$ cat config.mk
export PLATFORM = sky130hd
export DESIGN_NAME = gpio_port_ctrl
export DESIGN_NICKNAME = d
export VERILOG_FILES = /design/src/rtl/gpio_pkg.sv /design/src/rtl/gpio_rst_sync.sv /design/src/rtl/gpio_port_slice.sv /design/src/rtl/gpio_port_ctrl.sv
export SDC_FILE = /design/constraint.sdc
export NUM_CORES = 1
export LEC_CHECK = 0
export BUFFER_PORTS_ARGS = -buffer_cell sky130_fd_sc_hd__buf_2
export CORE_ASPECT_RATIO = 0.5
export CORE_MARGIN = 5
export CORE_UTILIZATION = 50
export CTS_CLUSTER_DIAMETER = 40
export DETAILED_ROUTE_END_ITERATION = 10
export GPL_TIMING_DRIVEN = 1
export PLACE_DENSITY = 0.84
export SYNTH_ARGS = -nofsm -noshare
export SYNTH_HDL_FRONTEND = slang
export SYNTH_SLANG_ARGS = --single-unit
$ cat constraint.sdc
create_clock -name clk -period 1.5 [get_ports clk]
set_input_delay 0.15 -clock clk [delete_from_list [all_inputs] [get_ports clk]]
set_output_delay 0.15 -clock clk [all_outputs]
set_load 0.1 [all_outputs]
$ cat src/rtl/gpio_pkg.sv
package gpio_pkg;
  typedef enum logic [1:0] {
    PH_Q1 = 2'd0,
    PH_Q2 = 2'd1,
    PH_Q3 = 2'd2,
    PH_Q4 = 2'd3
  } phase_t;
endpackage

$ cat src/rtl/gpio_rst_sync.sv
module gpio_rst_sync #(
  parameter int STAGES = 2
) (
  input  logic clk,
  input  logic arst_n,
  output logic srst_n
);
  logic [STAGES-1:0] sh_q;
  logic [STAGES-1:0] sh_d;

  always_comb begin
    sh_d = {sh_q[STAGES-2:0], 1'b1};
  end

  always_ff @(posedge clk or negedge arst_n) begin
    if (!arst_n) sh_q <= '0;
    else         sh_q <= sh_d;
  end

  assign srst_n = sh_q[STAGES-1];
endmodule

$ cat src/rtl/gpio_port_slice.sv
module gpio_port_slice #(
  parameter int W          = 8,
  parameter int DW         = 8,
  parameter bit PORT_MODE  = 1'b1,
  parameter bit CLR_ON_POR = 1'b1
) (
  input  logic          clk,
  input  logic          rst_n,
  input  logic          por_n,
  input  logic          q1,
  input  logic          q4,
  input  logic          sel,
  input  logic          wr_en,
  input  logic          tris_ld,
  input  logic          bset,
  input  logic          bclr,
  input  logic [2:0]    bit_idx,
  input  logic [DW-1:0] wdata,
  input  logic [W-1:0]  pin_in,
  output logic [W-1:0]  pin_out,
  output logic [W-1:0]  pin_oe,
  output logic [DW-1:0] rd_val
);
  logic [W-1:0] lat_q, lat_d;
  logic [W-1:0] dir_q, dir_d;
  logic [W-1:0] smp_q, smp_d;
  logic [W-1:0] src, bmask;
  logic         lat_en, dir_en, smp_en;
  logic         fresh_q;

  // read-modify-write source: live pins for a port, stored byte for storage
  assign src   = PORT_MODE ? smp_q : lat_q;
  assign bmask = {{(W-1){1'b0}}, 1'b1} << bit_idx;

  assign smp_en = q1 && rst_n;
  assign lat_en = q4 && sel && rst_n && (wr_en || bset || bclr);
  assign dir_en = q4 && sel && rst_n && tris_ld && PORT_MODE;

  always_comb begin
    lat_d = lat_q;
    if (wr_en)     lat_d = wdata[W-1:0];
    else if (bset) lat_d = src | bmask;
    else if (bclr) lat_d = src & ~bmask;
  end

  always_comb begin
    dir_d = wdata[W-1:0];
    smp_d = pin_in;
  end

  always_ff @(posedge clk or negedge rst_n) begin
    if (!rst_n)      dir_q <= '1;
    else if (dir_en) dir_q <= dir_d;
  end

  always_ff @(posedge clk or negedge rst_n) begin
    if (!rst_n)      smp_q <= '0;
    else if (smp_en) smp_q <= smp_d;
  end

  generate
    if (CLR_ON_POR) begin : g_lat_clr
      always_ff @(posedge clk or negedge por_n) begin
        if (!por_n)      lat_q <= '0;
        else if (lat_en) lat_q <= lat_d;
      end
    end else begin : g_lat_keep
      always_ff @(posedge clk) begin
        if (lat_en) lat_q <= lat_d;
      end
    end
  endgenerate

  generate
    if (PORT_MODE) begin : g_port
      assign pin_out = lat_q;
      assign pin_oe  = ~dir_q;
    end else begin : g_store
      assign pin_out = '0;
      assign pin_oe  = '0;
    end
  endgenerate

  assign rd_val = DW'(src);

  always_ff @(posedge clk or negedge rst_n) begin
    if (!rst_n) fresh_q <= 1'b1;
    else        fresh_q <= 1'b0;
  end


  reset_dir_ones_chk: assert property (@(posedge clk) disable iff (!rst_n)
    fresh_q |-> (pin_oe == '0));


  latch_q4_only_chk: assert property (@(posedge clk) disable iff (!rst_n)
    !q4 |=> $stable(pin_out));

  generate
    if (PORT_MODE) begin : g_dir_chk

      dir_load_chk: assert property (@(posedge clk) disable iff (!rst_n)
        (q4 && sel && tris_ld) |=> (pin_oe == ~$past(wdata[W-1:0])));
    end
  endgenerate
endmodule

$ cat src/rtl/gpio_port_ctrl.sv
module gpio_port_ctrl #(
  parameter int ADDR_W     = 5,
  parameter int DW         = 8,
  parameter int PORT_BASE  = 5,
  parameter int PA_W       = 4,
  parameter int PB_W       = 8,
  parameter int PC_W       = 8,
  parameter bit PC_IS_PORT = 1'b1,
  parameter bit CLR_ON_POR = 1'b1,
  parameter int SYNC_STG   = 2
) (
  input  logic              clk,
  input  logic              rst_n,
  input  logic              por_n,
  input  logic [1:0]        phase,
  input  logic [ADDR_W-1:0] addr,
  input  logic [DW-1:0]     wdata,
  input  logic              wr_en,
  input  logic              tris_ld,
  input  logic              bset,
  input  logic              bclr,
  input  logic [2:0]        bit_idx,
  output logic [DW-1:0]     rd_data,
  input  logic [PA_W-1:0]   pa_in,
  output logic [PA_W-1:0]   pa_out,
  output logic [PA_W-1:0]   pa_oe,
  input  logic [PB_W-1:0]   pb_in,
  output logic [PB_W-1:0]   pb_out,
  output logic [PB_W-1:0]   pb_oe,
  input  logic [PC_W-1:0]   pc_in,
  output logic [PC_W-1:0]   pc_out,
  output logic [PC_W-1:0]   pc_oe
);
  import gpio_pkg::*;

  localparam logic [ADDR_W-1:0] ADDR_A = ADDR_W'(PORT_BASE);
  localparam logic [ADDR_W-1:0] ADDR_B = ADDR_W'(PORT_BASE + 1);
  localparam logic [ADDR_W-1:0] ADDR_C = ADDR_W'(PORT_BASE + 2);

  logic sys_rst_n, por_sync_n;
  logic q1, q4;
  logic sel_a, sel_b, sel_c;
  logic [DW-1:0] rd_a, rd_b, rd_c;

  gpio_rst_sync #(.STAGES(SYNC_STG)) u_sys_sync (
    .clk(clk), .arst_n(rst_n && por_n), .srst_n(sys_rst_n)
  );
  gpio_rst_sync #(.STAGES(SYNC_STG)) u_por_sync (
    .clk(clk), .arst_n(por_n), .srst_n(por_sync_n)
  );

  assign q1 = (phase_t'(phase) == PH_Q1);
  assign q4 = (phase_t'(phase) == PH_Q4);

  assign sel_a = (addr == ADDR_A);
  assign sel_b = (addr == ADDR_B);
  assign sel_c = (addr == ADDR_C);

  gpio_port_slice #(.W(PA_W), .DW(DW), .PORT_MODE(1'b1), .CLR_ON_POR(CLR_ON_POR)) u_port_a (
    .clk(clk), .rst_n(sys_rst_n), .por_n(por_sync_n), .q1(q1), .q4(q4), .sel(sel_a),
    .wr_en(wr_en), .tris_ld(tris_ld), .bset(bset), .bclr(bclr), .bit_idx(bit_idx),
    .wdata(wdata), .pin_in(pa_in), .pin_out(pa_out), .pin_oe(pa_oe), .rd_val(rd_a)
  );

  gpio_port_slice #(.W(PB_W), .DW(DW), .PORT_MODE(1'b1), .CLR_ON_POR(CLR_ON_POR)) u_port_b (
    .clk(clk), .rst_n(sys_rst_n), .por_n(por_sync_n), .q1(q1), .q4(q4), .sel(sel_b),
    .wr_en(wr_en), .tris_ld(tris_ld), .bset(bset), .bclr(bclr), .bit_idx(bit_idx),
    .wdata(wdata), .pin_in(pb_in), .pin_out(pb_out), .pin_oe(pb_oe), .rd_val(rd_b)
  );

  gpio_port_slice #(.W(PC_W), .DW(DW), .PORT_MODE(PC_IS_PORT), .CLR_ON_POR(CLR_ON_POR)) u_port_c (
    .clk(clk), .rst_n(sys_rst_n), .por_n(por_sync_n), .q1(q1), .q4(q4), .sel(sel_c),
    .wr_en(wr_en), .tris_ld(tris_ld), .bset(bset), .bclr(bclr), .bit_idx(bit_idx),
    .wdata(wdata), .pin_in(pc_in), .pin_out(pc_out), .pin_oe(pc_oe), .rd_val(rd_c)
  );

  always_comb begin
    rd_data = '0;
    if (sel_a)      rd_data = rd_a;
    else if (sel_b) rd_data = rd_b;
    else if (sel_c) rd_data = rd_c;
  end


  narrow_hi_zero_chk: assert property (@(posedge clk) disable iff (!sys_rst_n)
    (addr == ADDR_A) |-> (rd_data[DW-1:PA_W] == '0));


  unmapped_zero_chk: assert property (@(posedge clk) disable iff (!sys_rst_n)
    ((addr < ADDR_A) || (addr > ADDR_C)) |-> (rd_data == '0));
endmodule

==> report_table.html, run 1 <==
<table>
<tr><th>Metric</th><th>Value</th></tr>
<tr><th colspan="2">Synthesis</th></tr>
<tr><td>Largest family of logic cells by synthesized area</td><td>compound AO/OA/AOI/OAI gates</td></tr>
<tr><td>Number of enable-type register cells in the synthesized netlist</td><td>0</td></tr>
<tr><td>Mux cell area share after synthesis</td><td>0.1417</td></tr>
<tr><td>Post-synthesis sequential area ratio</td><td>0.5116</td></tr>
<tr><td>Register bit total from synthesis</td><td>64</td></tr>
<tr><td>Synthesized instance count</td><td>274</td></tr>
<tr><td>Primary FF master, synth</td><td>dfrtp_1</td></tr>
<tr><td>Post-Synth Simple-Gate Area</td><td>0.1133</td></tr>
<tr><td>Area fraction in compound gates after synthesis</td><td>0.1795</td></tr>
<tr><td>Post-synthesis area per instance</td><td>11.60 µm²</td></tr>
<tr><td>Synthesized-area fraction occupied by xor and xnor cells</td><td>0</td></tr>
<tr><td>Adder-cell share of the synthesized area</td><td>0</td></tr>
<tr><td>Number of warnings printed during yosys synthesis</td><td>0</td></tr>
<tr><td>Proportion of synthesized flip-flops having asynchronous set or reset</td><td>1.000</td></tr>
<tr><td>Unique masters post-synth</td><td>35</td></tr>
<tr><td>Summed instance area of the synthesized netlist</td><td>3179 µm²</td></tr>
<tr><th colspan="2">GRT</th></tr>
<tr><td>Initial antenna violation count</td><td>0</td></tr>
<tr><td>Total routing resource utilization after global routing</td><td>0.2948</td></tr>
<tr><td>Pin count of the biggest net entering global routing</td><td>between 40 and 50</td></tr>
<tr><td>Wire length of the first global-routing pass</td><td>roughly 18 mm</td></tr>
<tr><td>Global-route congestion overflow total</td><td>0</td></tr>
<tr><td>Number of global-route vias before repair</td><td>3211</td></tr>
<tr><th colspan="2">Routing</th></tr>
<tr><td>Vias per cell</td><td>6.613</td></tr>
<tr><td>Total via count in the routed design</td><td>3194</td></tr>
<tr><td>Post-Route WL</td><td>12.28 mm</td></tr>
<tr><td>Average wire length per cell after detail routing</td><td>25.43 µm</td></tr>
<tr><td>Post-detailed-route count of antenna-violating nets</td><td>0</td></tr>
<tr><td>Number of detailed-route iterations in the first pass</td><td>6</td></tr>
<tr><td>DRC violations left</td><td>0</td></tr>
<tr><td>Number of DRC markers after the initial detailed-route iteration</td><td>between 400 and 500</td></tr>
<tr><th colspan="2">Place</th></tr>
<tr><td>Weighted congestion reported at the end of routability-driven placement</td><td>~1</td></tr>
<tr><td>HPWL Detailed</td><td>7.258 mm</td></tr>
<tr><td>Number of port buffers</td><td>92</td></tr>
<tr><td>Cell Count Post-Placement</td><td>460</td></tr>
<tr><td>Cell area after placement</td><td>4086 µm²</td></tr>
<tr><th colspan="2">Timing</th></tr>
<tr><td>Worst Hold Margin</td><td>around 0.05 ns</td></tr>
<tr><td>Setup tns final</td><td>-0.8072 ns</td></tr>
<tr><td>Final hold viol count</td><td>0</td></tr>
<tr><td>Highest Clock Rate</td><td>0.6249 GHz</td></tr>
<tr><td>Setup WS post-layout</td><td>-0.1003 ns</td></tr>
<tr><td>Max Slew Vio Count</td><td>0</td></tr>
<tr><td>Finish-stage setup viols</td><td>33</td></tr>
<tr><td>Remaining max-slew budget at the tightest pin</td><td>0.5840</td></tr>
<tr><td>Crit share post-route</td><td>1.067</td></tr>
<tr><td>Clock period minus final worst setup slack</td><td>1.600 ns</td></tr>
<tr><td>Post-Route Skew</td><td>roughly 0.0063 ns</td></tr>
<tr><td>Setup repair after global routing missed its margin</td><td>yes</td></tr>
<tr><td>Worst Tran Pin Value</td><td>slightly above 0.6 ns</td></tr>
<tr><th colspan="2">Finish</th></tr>
<tr><td>Post-route standard cell area excluding fillers</td><td>about 5000 µm²</td></tr>
<tr><td>Area growth from synthesis to layout</td><td>53.29%</td></tr>
<tr><td># nets final</td><td>435</td></tr>
<tr><td>Share of layout cells above drive strength 1</td><td>0.6228</td></tr>
<tr><td>Flip-flop and latch area</td><td>1630 µm²</td></tr>
<tr><td>Count of filler cells inserted in the layout</td><td>319</td></tr>
<tr><td>Leading cell types in the layout, fill and taps excluded</td><td>buf_2, dfrtp_1, buf_4, mux2_2</td></tr>
<tr><td>Number of diodes added for antenna fixing</td><td>0</td></tr>
<tr><td>Final cell count without fillers</td><td>483</td></tr>
<tr><td>Area used by multi-input combinational logic</td><td>roughly 1800 µm²</td></tr>
<tr><td>Most common cell after layout, fill and taps aside</td><td>buf_2</td></tr>
<tr><th colspan="2">CTS</th></tr>
<tr><td>TritonCTS clock tree</td><td>yes</td></tr>
<tr><td>Clock Sinks</td><td>64</td></tr>
<tr><td>Clk pin slew, worst setup/hold paths</td><td>0.06 ns</td></tr>
<tr><td>Number of buffers created by CTS</td><td>9</td></tr>
<tr><td>Maximum level of the CTS H-tree</td><td>3</td></tr>
<tr><td>CTS root buffer</td><td>clkbuf_16</td></tr>
<tr><td>Number of buffers on the longest clock path</td><td>2</td></tr>
<tr><td>Clk_lat worst skew</td><td>0.33 ns</td></tr>
<tr><th colspan="2">Hold path</th></tr>
<tr><td>HP Class</td><td>in -&gt; reg</td></tr>
<tr><td>Hold path endpoint</td><td>u_port_c.rd_val[4]</td></tr>
<tr><td>WHS Path Cells</td><td>2</td></tr>
<tr><td>Startpoint of the lowest-slack hold path</td><td>pc_in[4]</td></tr>
<tr><th colspan="2">Critical path</th></tr>
<tr><td>Endpoint required time on the critical path</td><td>1.73 ns</td></tr>
<tr><td>Capture point of the worst reg-to-reg path</td><td>u_port_b.pin_out[4]</td></tr>
<tr><td>Launch point of the worst reg-to-reg path</td><td>u_sys_sync.sh_q[1]</td></tr>
<tr><td>Reg2reg setup slack</td><td>-0.10 ns</td></tr>
<tr><td>Cells traversed along the worst timing path</td><td>nand3_4, or4_4, o31ai_4</td></tr>
<tr><td>Crit Path Class</td><td>reg -&gt; reg</td></tr>
<tr><td>Category of the worst setup path launch point</td><td>flop</td></tr>
<tr><td>Slowest-stage cell, CP</td><td>or4_4</td></tr>
<tr><td>Setup crit end kind</td><td>flop</td></tr>
<tr><td>Delay of the slowest critical-path stage</td><td>0.60 ns</td></tr>
<tr><td>Worst EP arrival</td><td>roughly 1.8 ns</td></tr>
<tr><td>Maximum fanout count along the critical path</td><td>8</td></tr>
<tr><td>Logic depth of the worst register-to-register path</td><td>3</td></tr>
<tr><th colspan="2">Floorplan</th></tr>
<tr><td>Die X</td><td>122.8 µm</td></tr>
<tr><td>Floorplan row count</td><td>20</td></tr>
<tr><td>Area of the die</td><td>approximately 8000 µm²</td></tr>
<tr><td>Area of the core</td><td>6131 µm²</td></tr>
<tr><td>Starting density of the core</td><td>0.5186</td></tr>
<tr><td>Ports placed on the boundary</td><td>between 90 and 100</td></tr>
<tr><td>Height of the die</td><td>66.39 µm</td></tr>
<tr><th colspan="2">Run status</th></tr>
<tr><td>Failing checks</td><td>negative setup slack</td></tr>
<tr><td>Run status</td><td>complete, but fails checks</td></tr>
<tr><th colspan="2">Pwr</th></tr>
<tr><td>Total power divided by cell area</td><td>1221 nW/µm²</td></tr>
<tr><td>LEAKAGE</td><td>between 0.002 and 0.0025 µW</td></tr>
<tr><td>Peak supply drop</td><td>~0.9 mV</td></tr>
<tr><th colspan="2">Flow run</th></tr>
<tr><td># Max-Cap Violations</td><td>0</td></tr>
</table>
critical path: cells and delay by family (launching register included):
kind,cells,cell delay [ns]
simple gates,2,0.71
compound gates,1,0.32
flops,1,0.46
worst max path at each step:
stage,from,end,slack [ns],cells past startpoint
4_1_cts,u_port_c.rd_val[1],rd_data[1],-0.03,4
5_1_grt,u_sys_sync.sh_q[1],u_port_b.pin_out[4],-0.10,3
3_3_place_gp,addr[3],u_port_a.dir_q[0],-0.14,7
2_1_floorplan,u_sys_sync.sh_q[1],u_port_c.dir_q[0],-0.28,4
3_5_place_dp,addr[3],u_port_b.pin_out[6],-0.24,4
6_report,u_sys_sync.sh_q[1],u_port_b.pin_out[4],-0.10,3
kinds of logic (layout without fill, tap and decap cells):
kind of cell | count (synthesis) | count (layout)
other | 1 | 2
AND/OR/NAND/NOR | 56 | 56
buffers and inverters | 44 | 164
multiplexers | 40 | 40
flip-flops | 64 | 64
AO/OA/AOI/OAI | 69 | 69
synth_stat cells, drive strengths merged (2+ instances only):
cell,n,area (µm²)
dfrtp,44,1101
mux2,40,450.4
o41ai,24,210.2
clkbuf,20,75.07
dfstp,20,525.5
inv,20,75.07
o31ai,16,120.1
a221oi,12,105.1
nor2,10,37.54
nor2b,10,62.56
a32oi,8,70.07
nor3,7,40.04
a211oi,6,45.04
nand2b,4,25.02
and2,3,18.77
buf,3,13.76
nand3b,3,22.52
nor4bb,3,30.03
or3b,3,26.28
a21oi,2,10.01
nand3,2,10.01
nand4bb,2,22.52
or3,2,12.51
or4,2,15.01
layout make-up:
class,instances,share of cell area
clock inverter,4,0.01104
timing repair buffer,127,0.1866
sequential,64,0.3345
multi-input combinational,167,0.3697
tap,88,0.02259
inverter,21,0.01617
clock buffer,12,0.05931
state kept, by name, indices dropped and copies added (netlist names):
name,count
u_por_sync.sh_q,2
u_port_a.dir_q,4
u_port_a.pin_out,4
u_port_a.smp_q,4
u_port_b.dir_q,8
u_port_b.pin_out,8
u_port_b.rd_val,8
u_port_c.dir_q,8
u_port_c.pin_out,8
u_port_c.rd_val,8
u_sys_sync.sh_q,2
where the power goes:
part	internal, µW	switching [µW]	total (µW)
registers	1930	181	2110
logic	456	1040	1500
clock network	1540	801	2340
repair_timing:
item	CTS	global route
buffers inserted	3	4
hold endpoints to repair	4	0
gates cloned	1	0
hold buffers	2	0
pin swaps	11	11
endpoints found under the setup margin	38	54
resized for setup	40	32
stage by stage:
stage,total power (µW),setup slack (ns),utilization
2_1_floorplan,3008,-0.2790,-
3_3_place_gp,3335,-0.1363,0.6665
3_5_place_dp,3385,-0.2373,0.6665
4_1_cts,5823,-0.03268,0.7665
5_1_grt,6105,-0.1043,0.7949
6_report,5952,-0.1003,0.7949
per-layer routing:
layer | global-route usage | vias up | share of wire
li1 | - | 1280 | -
met1 | 0.3520 | 1548 | 0.37
met2 | 0.4786 | 282 | 0.45
met3 | 0.09829 | 84 | 0.12
met4 | 0.1506 | 0 | 0.059
met5 | 0 | - | 0
Power figures use the tool's default switching activity.
==> run 2, diff against run 1 <==
Settings changed: PLACE_DENSITY 0.84 to 0.86.
==> report_table.html, run 2 (synthesized netlist as in run 1, its figures left out) <==
<table>
<tr><th>Metric</th><th>Value</th></tr>
<tr><th colspan="2">Finish</th></tr>
<tr><td>Leading cell types in the layout, fill and taps excluded</td><td>buf_2, dfrtp_1, mux2_2, buf_4</td></tr>
<tr><td>Most common cell after layout, fill and taps aside</td><td>buf_2</td></tr>
<tr><td>Core utilization of the finished layout</td><td>0.7765 (-0.01837)</td></tr>
<tr><td># nets final</td><td>433 (-0.46%)</td></tr>
<tr><td>Number of diodes added for antenna fixing</td><td>0 (unchanged)</td></tr>
<tr><td>Share of layout cells above drive strength 1</td><td>0.6209 (-0.001920)</td></tr>
<tr><td>Count of filler cells inserted in the layout</td><td>338 (+6.0%)</td></tr>
<tr><td>Area growth from synthesis to layout</td><td>49.74%</td></tr>
<tr><th colspan="2">Pwr</th></tr>
<tr><td>LEAKAGE</td><td>0.002028 µW (-2.3%)</td></tr>
<tr><td>Total power divided by cell area</td><td>1196 nW/µm² (-2.1%)</td></tr>
<tr><td>Peak supply drop</td><td>0.5571 mV (-37%)</td></tr>
<tr><th colspan="2">Floorplan</th></tr>
<tr><td>Ports placed on the boundary</td><td>93 (unchanged)</td></tr>
<tr><td>Die X</td><td>122.8 µm (unchanged)</td></tr>
<tr><td>Area of the die</td><td>8150 µm² (unchanged)</td></tr>
<tr><td>Height of the die</td><td>66.39 µm (unchanged)</td></tr>
<tr><td>Area of the core</td><td>6131 µm² (unchanged)</td></tr>
<tr><td>Starting density of the core</td><td>0.5186 (unchanged)</td></tr>
<tr><td>Floorplan row count</td><td>20 (unchanged)</td></tr>
<tr><th colspan="2">Routing</th></tr>
<tr><td>Number of detailed-route iterations in the first pass</td><td>5 (-1)</td></tr>
<tr><td>Vias per cell</td><td>6.445 (-2.5%)</td></tr>
<tr><td>Average wire length per cell after detail routing</td><td>24.34 µm (-4.3%)</td></tr>
<tr><td>DRC violations left</td><td>0 (unchanged)</td></tr>
<tr><td>Total via count in the routed design</td><td>3100 (-2.9%)</td></tr>
<tr><td>Post-detailed-route count of antenna-violating nets</td><td>0 (unchanged)</td></tr>
<tr><td>Number of DRC markers after the initial detailed-route iteration</td><td>291 (-30%)</td></tr>
<tr><td>Post-Route WL</td><td>11.71 mm (-4.7%)</td></tr>
<tr><th colspan="2">Timing</th></tr>
<tr><td>Worst Hold Margin</td><td>0.04339 ns (-0.006928 ns)</td></tr>
<tr><td>Post-Route Skew</td><td>0.007469 ns (+0.001145 ns)</td></tr>
<tr><td>Setup WS post-layout</td><td>-0.06494 ns (+0.03540 ns)</td></tr>
<tr><td>Setup repair after global routing missed its margin</td><td>yes</td></tr>
<tr><td>Remaining max-slew budget at the tightest pin</td><td>0.3507 (-0.2334)</td></tr>
<tr><td>Max Slew Vio Count</td><td>0 (unchanged)</td></tr>
<tr><td>Worst Tran Pin Value</td><td>0.9687 ns (+0.3448 ns)</td></tr>
<tr><td>Clock period minus final worst setup slack</td><td>1.565 ns (-0.03540 ns)</td></tr>
<tr><td>Crit share post-route</td><td>1.043 (-0.02360)</td></tr>
<tr><td>Highest Clock Rate</td><td>0.6390 GHz (+2.3%)</td></tr>
<tr><td>Setup tns final</td><td>-0.3302 ns (+0.4770 ns)</td></tr>
<tr><td>Finish-stage setup viols</td><td>7 (-79%)</td></tr>
<tr><td>Final hold viol count</td><td>0 (unchanged)</td></tr>
<tr><th colspan="2">Critical path</th></tr>
<tr><td>Worst EP arrival</td><td>1.41 ns (-0.42 ns)</td></tr>
<tr><td>Category of the worst setup path launch point</td><td>flop</td></tr>
<tr><td>Endpoint required time on the critical path</td><td>1.35 ns (-0.38 ns)</td></tr>
<tr><td>Crit Path Class</td><td>reg -&gt; out</td></tr>
<tr><td>Logic depth of the worst register-to-register path</td><td>3 (unchanged)</td></tr>
<tr><td>Maximum fanout count along the critical path</td><td>2 (-6)</td></tr>
<tr><td>Launch point of the worst reg-to-reg path</td><td>u_sys_sync.sh_q[1]</td></tr>
<tr><td>Setup crit end kind</td><td>output port</td></tr>
<tr><td>Reg2reg setup slack</td><td>-0.06 ns (+0.04 ns)</td></tr>
<tr><td>Capture point of the worst reg-to-reg path</td><td>u_port_c.pin_out[3]</td></tr>
<tr><th colspan="2">Hold path</th></tr>
<tr><td>WHS Path Cells</td><td>2 (unchanged)</td></tr>
<tr><td>Hold path endpoint</td><td>u_port_c.rd_val[6]</td></tr>
<tr><td>Startpoint of the lowest-slack hold path</td><td>pc_in[6]</td></tr>
<tr><td>HP Class</td><td>in -&gt; reg</td></tr>
<tr><th colspan="2">Place</th></tr>
<tr><td>Weighted congestion reported at the end of routability-driven placement</td><td>0.9014 (-9.7%)</td></tr>
<tr><td>Number of port buffers</td><td>92 (unchanged)</td></tr>
<tr><td>DP Worst Slack</td><td>-0.1365 ns (+0.1008 ns)</td></tr>
<tr><td>HPWL Detailed</td><td>7.092 mm (-2.3%)</td></tr>
<tr><th colspan="2">CTS</th></tr>
<tr><td>TritonCTS clock tree</td><td>yes</td></tr>
<tr><td>Maximum level of the CTS H-tree</td><td>3 (unchanged)</td></tr>
<tr><td>CTS root buffer</td><td>clkbuf_16</td></tr>
<tr><td>Clk pin slew, worst setup/hold paths</td><td>0.06 ns (about the same)</td></tr>
<tr><td>Clock Sinks</td><td>64 (unchanged)</td></tr>
<tr><td>Number of buffers created by CTS</td><td>9 (unchanged)</td></tr>
<tr><td>Number of buffers on the longest clock path</td><td>2 (unchanged)</td></tr>
<tr><td>Clk_lat worst skew</td><td>0.33 ns (about the same)</td></tr>
<tr><th colspan="2">GRT</th></tr>
<tr><td>Global-route congestion overflow total</td><td>0 (unchanged)</td></tr>
<tr><td>Total routing resource utilization after global routing</td><td>0.2712 (-0.02357)</td></tr>
<tr><td>Initial antenna violation count</td><td>0 (unchanged)</td></tr>
<tr><td>Wire length of the first global-routing pass</td><td>16.58 mm (-6.3%)</td></tr>
<tr><td>Pin count of the biggest net entering global routing</td><td>41 (unchanged)</td></tr>
<tr><td>Number of global-route vias before repair</td><td>3002 (-6.5%)</td></tr>
<tr><th colspan="2">Run status</th></tr>
<tr><td>Failing checks</td><td>negative setup slack</td></tr>
<tr><td>Run status</td><td>complete, but fails checks</td></tr>
<tr><th colspan="2">Flow run</th></tr>
<tr><td># Max-Cap Violations</td><td>0 (unchanged)</td></tr>
</table>
## run 2: cell type report
type | instances | area (µm²) | area share
inverters | 21 | 78.83 | 0.01656
multi-input cells | 167 | 1770 | 0.3719
repair buffers | 125 | 860.8 | 0.1808
clock inverters | 5 | 35.03 | 0.007359
flip-flops and latches | 64 | 1630 | 0.3424
clock buffers | 11 | 275.3 | 0.05782
well taps | 88 | 110.1 | 0.02313
## run 2: critical path, cell delays in order (launching register included)
cell and delay [ns]:
dfrtp_1 0.37, or2b_1 0.23, a32oi_2 0.24, nor2_4 0.07, buf_12 0.17
## run 2: stage by stage
stage / cells / instance area [µm²] / total power (µW)
5_1_grt: 481 / 4761 / 5860
4_1_cts: 476 / 4537 / 5553
6_report: 481 / 4761 / 5692
3_5_place_dp: 458 / 4071 / 3380
3_3_place_gp: 458 / 4071 / 3336
2_1_floorplan: 275 / 3288 / 3008
## run 2: repair_timing
item / in CTS / in global routing
pin swaps: 9 / 12
hold buffers: 2 / 0
resized for setup: 24 / 33
hold endpoints to repair: 4 / 0
setup buffers: 2 / 5
gates cloned: 1 / 0
endpoints found under the setup margin: 34 / 32
## run 2: power breakdown
part	switching, µW	internal [µW]	leakage [µW]
Clock	808	1320	0.000152
Sequential	161	1930	0.000763
Combinational	1030	440	0.00111
## run 2: routing by layer
| layer | routed length (µm) | share of wire | track usage |
|---|---|---|---|
| met4 | 569 | 0.049 | 0.1269 |
| met2 | 5410 | 0.46 | 0.4371 |
| met3 | 1302 | 0.11 | 0.08376 |
| met5 | 0 | 0 | 0 |
| met1 | 4425 | 0.38 | 0.3353 |
## run 2: worst max path at each step
| stage | from | to | slack (ns) | depth (start not counted) |
|---|---|---|---|---|
| detailed placement | addr[3] | u_port_c.pin_out[6] | -0.14 | 4 |
| CTS | u_port_c.rd_val[1] | rd_data[1] | -0.07 | 4 |
| global route | u_sys_sync.sh_q[1] | u_port_b.pin_out[3] | -0.12 | 3 |
| floorplan | u_sys_sync.sh_q[1] | u_port_c.dir_q[0] | -0.28 | 4 |
| global placement | addr[4] | rd_data[2] | -0.07 | 7 |
| finish | u_port_c.rd_val[1] | rd_data[1] | -0.06 | 4 |
==> run 3, diff against run 2 <==
Settings changed: CELL_PAD_IN_SITES_DETAIL_PLACEMENT set to 1, CELL_PAD_IN_SITES_GLOBAL_PLACEMENT set to 1, CORE_UTILIZATION 50 to 40, PLACE_DENSITY 0.86 to 0.88.
==> report_table.html, run 3 (synthesized netlist as in run 1, its figures left out) <==
<table>
<tr><th>Metric</th><th>Value</th></tr>
<tr><th colspan="2">Run status</th></tr>
<tr><td>Run status</td><td>complete, but fails checks</td></tr>
<tr><td>Failing checks</td><td>negative setup slack</td></tr>
<tr><th colspan="2">CTS</th></tr>
<tr><td>Clock Sinks</td><td>64 (unchanged)</td></tr>
<tr><td>Clk pin slew, worst setup/hold paths</td><td>0.07 ns (about the same)</td></tr>
<tr><td>Number of buffers on the longest clock path</td><td>2 (unchanged)</td></tr>
<tr><td>Clk_lat worst skew</td><td>0.36 ns (+0.03 ns)</td></tr>
<tr><td>Maximum level of the CTS H-tree</td><td>3 (unchanged)</td></tr>
<tr><td>Number of buffers created by CTS</td><td>9 (unchanged)</td></tr>
<tr><td>TritonCTS clock tree</td><td>yes</td></tr>
<tr><td>CTS root buffer</td><td>clkbuf_16</td></tr>
<tr><th colspan="2">Floorplan</th></tr>
<tr><td>Floorplan row count</td><td>23 (+15%)</td></tr>
<tr><td>Area of the die</td><td>9939 µm² (+22%)</td></tr>
<tr><td>Die X</td><td>136.1 µm (+11%)</td></tr>
<tr><td>Ports placed on the boundary</td><td>93 (unchanged)</td></tr>
<tr><td>Area of the core</td><td>7856 µm² (+28%)</td></tr>
<tr><td>Height of the die</td><td>73.04 µm (+10%)</td></tr>
<tr><td>Starting density of the core</td><td>0.4047 (-0.1139)</td></tr>
<tr><th colspan="2">Timing</th></tr>
<tr><td>Post-Route Skew</td><td>0.01631 ns (+0.008839 ns)</td></tr>
<tr><td>Worst Hold Margin</td><td>0.04108 ns (-0.002315 ns)</td></tr>
<tr><td>Clock period minus final worst setup slack</td><td>1.869 ns (+0.3039 ns)</td></tr>
<tr><td>Setup tns final</td><td>-4.829 ns (-4.499 ns)</td></tr>
<tr><td>Max Slew Vio Count</td><td>0 (unchanged)</td></tr>
<tr><td>Worst Tran Pin Value</td><td>0.9509 ns (-0.01778 ns)</td></tr>
<tr><td>Finish-stage setup viols</td><td>64 (+57)</td></tr>
<tr><td>Setup WS post-layout</td><td>-0.3689 ns (-0.3039 ns)</td></tr>
<tr><td>Remaining max-slew budget at the tightest pin</td><td>0.3660 (+0.01537)</td></tr>
<tr><td>Final hold viol count</td><td>0 (unchanged)</td></tr>
<tr><td>Crit share post-route</td><td>1.246 (+0.2026)</td></tr>
<tr><td>Highest Clock Rate</td><td>0.5351 GHz (-16%)</td></tr>
<tr><td>Setup repair after global routing missed its margin</td><td>yes</td></tr>
<tr><th colspan="2">Pwr</th></tr>
<tr><td>Peak supply drop</td><td>0.7180 mV (+29%)</td></tr>
<tr><td>LEAKAGE</td><td>0.002164 µW (+6.7%)</td></tr>
<tr><td>Switching part of the total</td><td>0.3750 (+0.02322)</td></tr>
<tr><td>Comb power frac</td><td>0.280 (+0.021)</td></tr>
<tr><td>Share of total power in the clock network</td><td>0.363 (-0.011)</td></tr>
<tr><td>Cell-internal power</td><td>3754 µW (+1.8%)</td></tr>
<tr><td>Total power divided by cell area</td><td>1156 nW/µm² (-3.3%)</td></tr>
<tr><td>Total power</td><td>6007 µW (+5.5%)</td></tr>
<tr><td>Net switching component of the power</td><td>2253 µW (+13%)</td></tr>
<tr><td>Fraction of power consumed by sequential logic</td><td>0.357 (-0.010)</td></tr>
<tr><th colspan="2">Critical path</th></tr>
<tr><td>Maximum fanout count along the critical path</td><td>5 (+3)</td></tr>
<tr><td>Crit Path Class</td><td>reg -&gt; reg</td></tr>
<tr><td>Worst EP arrival</td><td>2.04 ns (+0.63 ns)</td></tr>
<tr><td>Endpoint required time on the critical path</td><td>1.67 ns (+0.32 ns)</td></tr>
<tr><td>Setup crit end kind</td><td>flop</td></tr>
<tr><td>Logic depth of the worst register-to-register path</td><td>4 (+1)</td></tr>
<tr><td>Category of the worst setup path launch point</td><td>flop</td></tr>
<tr><th colspan="2">Finish</th></tr>
<tr><td>Share of layout cells above drive strength 1</td><td>0.6735 (+0.05260)</td></tr>
<tr><td># nets final</td><td>432 (-0.23%)</td></tr>
<tr><td>Final cell count without fillers</td><td>504 (+4.8%)</td></tr>
<tr><td>Number of diodes added for antenna fixing</td><td>0 (unchanged)</td></tr>
<tr><td>Area growth from synthesis to layout</td><td>63.52%</td></tr>
<tr><td>Most common cell after layout, fill and taps aside</td><td>buf_2</td></tr>
<tr><td>Leading cell types in the layout, fill and taps excluded</td><td>buf_2, dfrtp_1, mux2_4, buf_4</td></tr>
<tr><th colspan="2">Routing</th></tr>
<tr><td>Number of DRC markers after the initial detailed-route iteration</td><td>302 (+3.8%)</td></tr>
<tr><td>Number of detailed-route iterations in the first pass</td><td>5 (unchanged)</td></tr>
<tr><td>Vias per cell</td><td>6.530 (+1.3%)</td></tr>
<tr><td>DRC violations left</td><td>0 (unchanged)</td></tr>
<tr><td>Post-detailed-route count of antenna-violating nets</td><td>0 (unchanged)</td></tr>
<tr><td>Total via count in the routed design</td><td>3291 (+6.2%)</td></tr>
<tr><td>Post-Route WL</td><td>16.05 mm (+37%)</td></tr>
<tr><td>Average wire length per cell after detail routing</td><td>31.84 µm (+31%)</td></tr>
<tr><th colspan="2">Place</th></tr>
<tr><td>HPWL Detailed</td><td>8.135 mm (+15%)</td></tr>
<tr><td>DP Worst Slack</td><td>-0.2277 ns (-0.09120 ns)</td></tr>
<tr><td>Number of port buffers</td><td>92 (unchanged)</td></tr>
<tr><td>Weighted congestion reported at the end of routability-driven placement</td><td>0.9622 (+6.7%)</td></tr>
<tr><td>Cell Count Post-Placement</td><td>479 (+4.6%)</td></tr>
<tr><th colspan="2">GRT</th></tr>
<tr><td>Pin count of the biggest net entering global routing</td><td>28 (-32%)</td></tr>
<tr><td>Initial antenna violation count</td><td>0 (unchanged)</td></tr>
<tr><td>Wire length of the first global-routing pass</td><td>20.57 mm (+24%)</td></tr>
<tr><td>Number of global-route vias before repair</td><td>3426 (+14%)</td></tr>
<tr><td>Global-route congestion overflow total</td><td>0 (unchanged)</td></tr>
<tr><td>Total routing resource utilization after global routing</td><td>0.2808 (+0.009584)</td></tr>
<tr><th colspan="2">Hold path</th></tr>
<tr><td>HP Class</td><td>in -&gt; reg</td></tr>
<tr><td>WHS Path Cells</td><td>2 (unchanged)</td></tr>
<tr><th colspan="2">Flow run</th></tr>
<tr><td># Max-Cap Violations</td><td>0 (unchanged)</td></tr>
</table>
[run 3: changes by cell type in the layout (fill, tap and decap cells not counted), sizes merged]
| cell | change |
|---|---|
| clkinv | +2 |
| clkinvlp | -1 |
| bufinv | +1 |
| buf | -3 |
[run 3: metal layers]
metal  share of wire  wire length, µm  track usage  up-vias
li1                -                -            -     1285
met1            0.38             6108       0.3124     1649
met2            0.46             7448       0.4674      268
met3            0.10             1642       0.1185       89
met4           0.053              847       0.1441        0
met5               0                0            0        -
[run 3: cell type report]
| type | count | area, µm² |
|---|---|---|
| Tap cell | 112 | 140.1 |
| Fill cell | 751 | 2658 |
| Timing Repair Buffer | 124 | 895.9 |
| Clock inverter | 7 | 71.32 |
| Inverter | 21 | 78.83 |
| Sequential cell | 64 | 1630 |
| Clock buffer | 9 | 225.2 |
| Multi-Input combinational cell | 167 | 2157 |
[run 3: power by group through the flow]
stage,Sequential (µW),Clock [µW],Combinational (µW)
after global placement,2090,0,1230
after global routing,2150,2270,1720
final,2150,2180,1680
after floorplan,2400,0,608
after detailed placement,2110,0,1290
after CTS,2090,2100,1390
[run 3: path summary, 6_finish.rpt]
kind / slack [ns] / start / end
worst max register to register: -0.37 / u_sys_sync.sh_q[1] / u_port_a.pin_out[0]
min in group asynchronous: 0.20 / por_n / u_por_sync.sh_q[0]
worst max-delay path: -0.37 / u_sys_sync.sh_q[1] / u_port_a.pin_out[0]
worst min-delay path: 0.04 / pb_in[2] / u_port_b.rd_val[2]
worst min register to register: 0.38 / u_por_sync.sh_q[1] / u_port_c.pin_out[1]
max in group asynchronous: 0.52 / u_por_sync.sh_q[1] / u_port_a.pin_out[2]
[run 3: worst max-delay path, stage by stage, from the launching register on]
cell	delay, ns
dfrtp_4	0.47
nand3_4	0.10
buf_4	0.18
o41ai_1	0.69
o41ai_2	0.24
[run 3: what timing repair did]
action                                 4_1_cts  5_1_grt
endpoints found under the hold margin        4        0
cloned                                       1        3
hold buffers                                 2        0
setup endpoints to repair                   40       64
buffers inserted                             3        1
resized for setup                           36       82
pin swaps                                   15       10
[run 3: stage by stage]
step | cell area (µm²) | util
CTS | 4641 | 0.5907
floorplan | 3288 | -
finish | 5199 | 0.6617
global placement | 4079 | 0.5192
global route | 5199 | 0.6617
detailed placement | 4079 | 0.5192
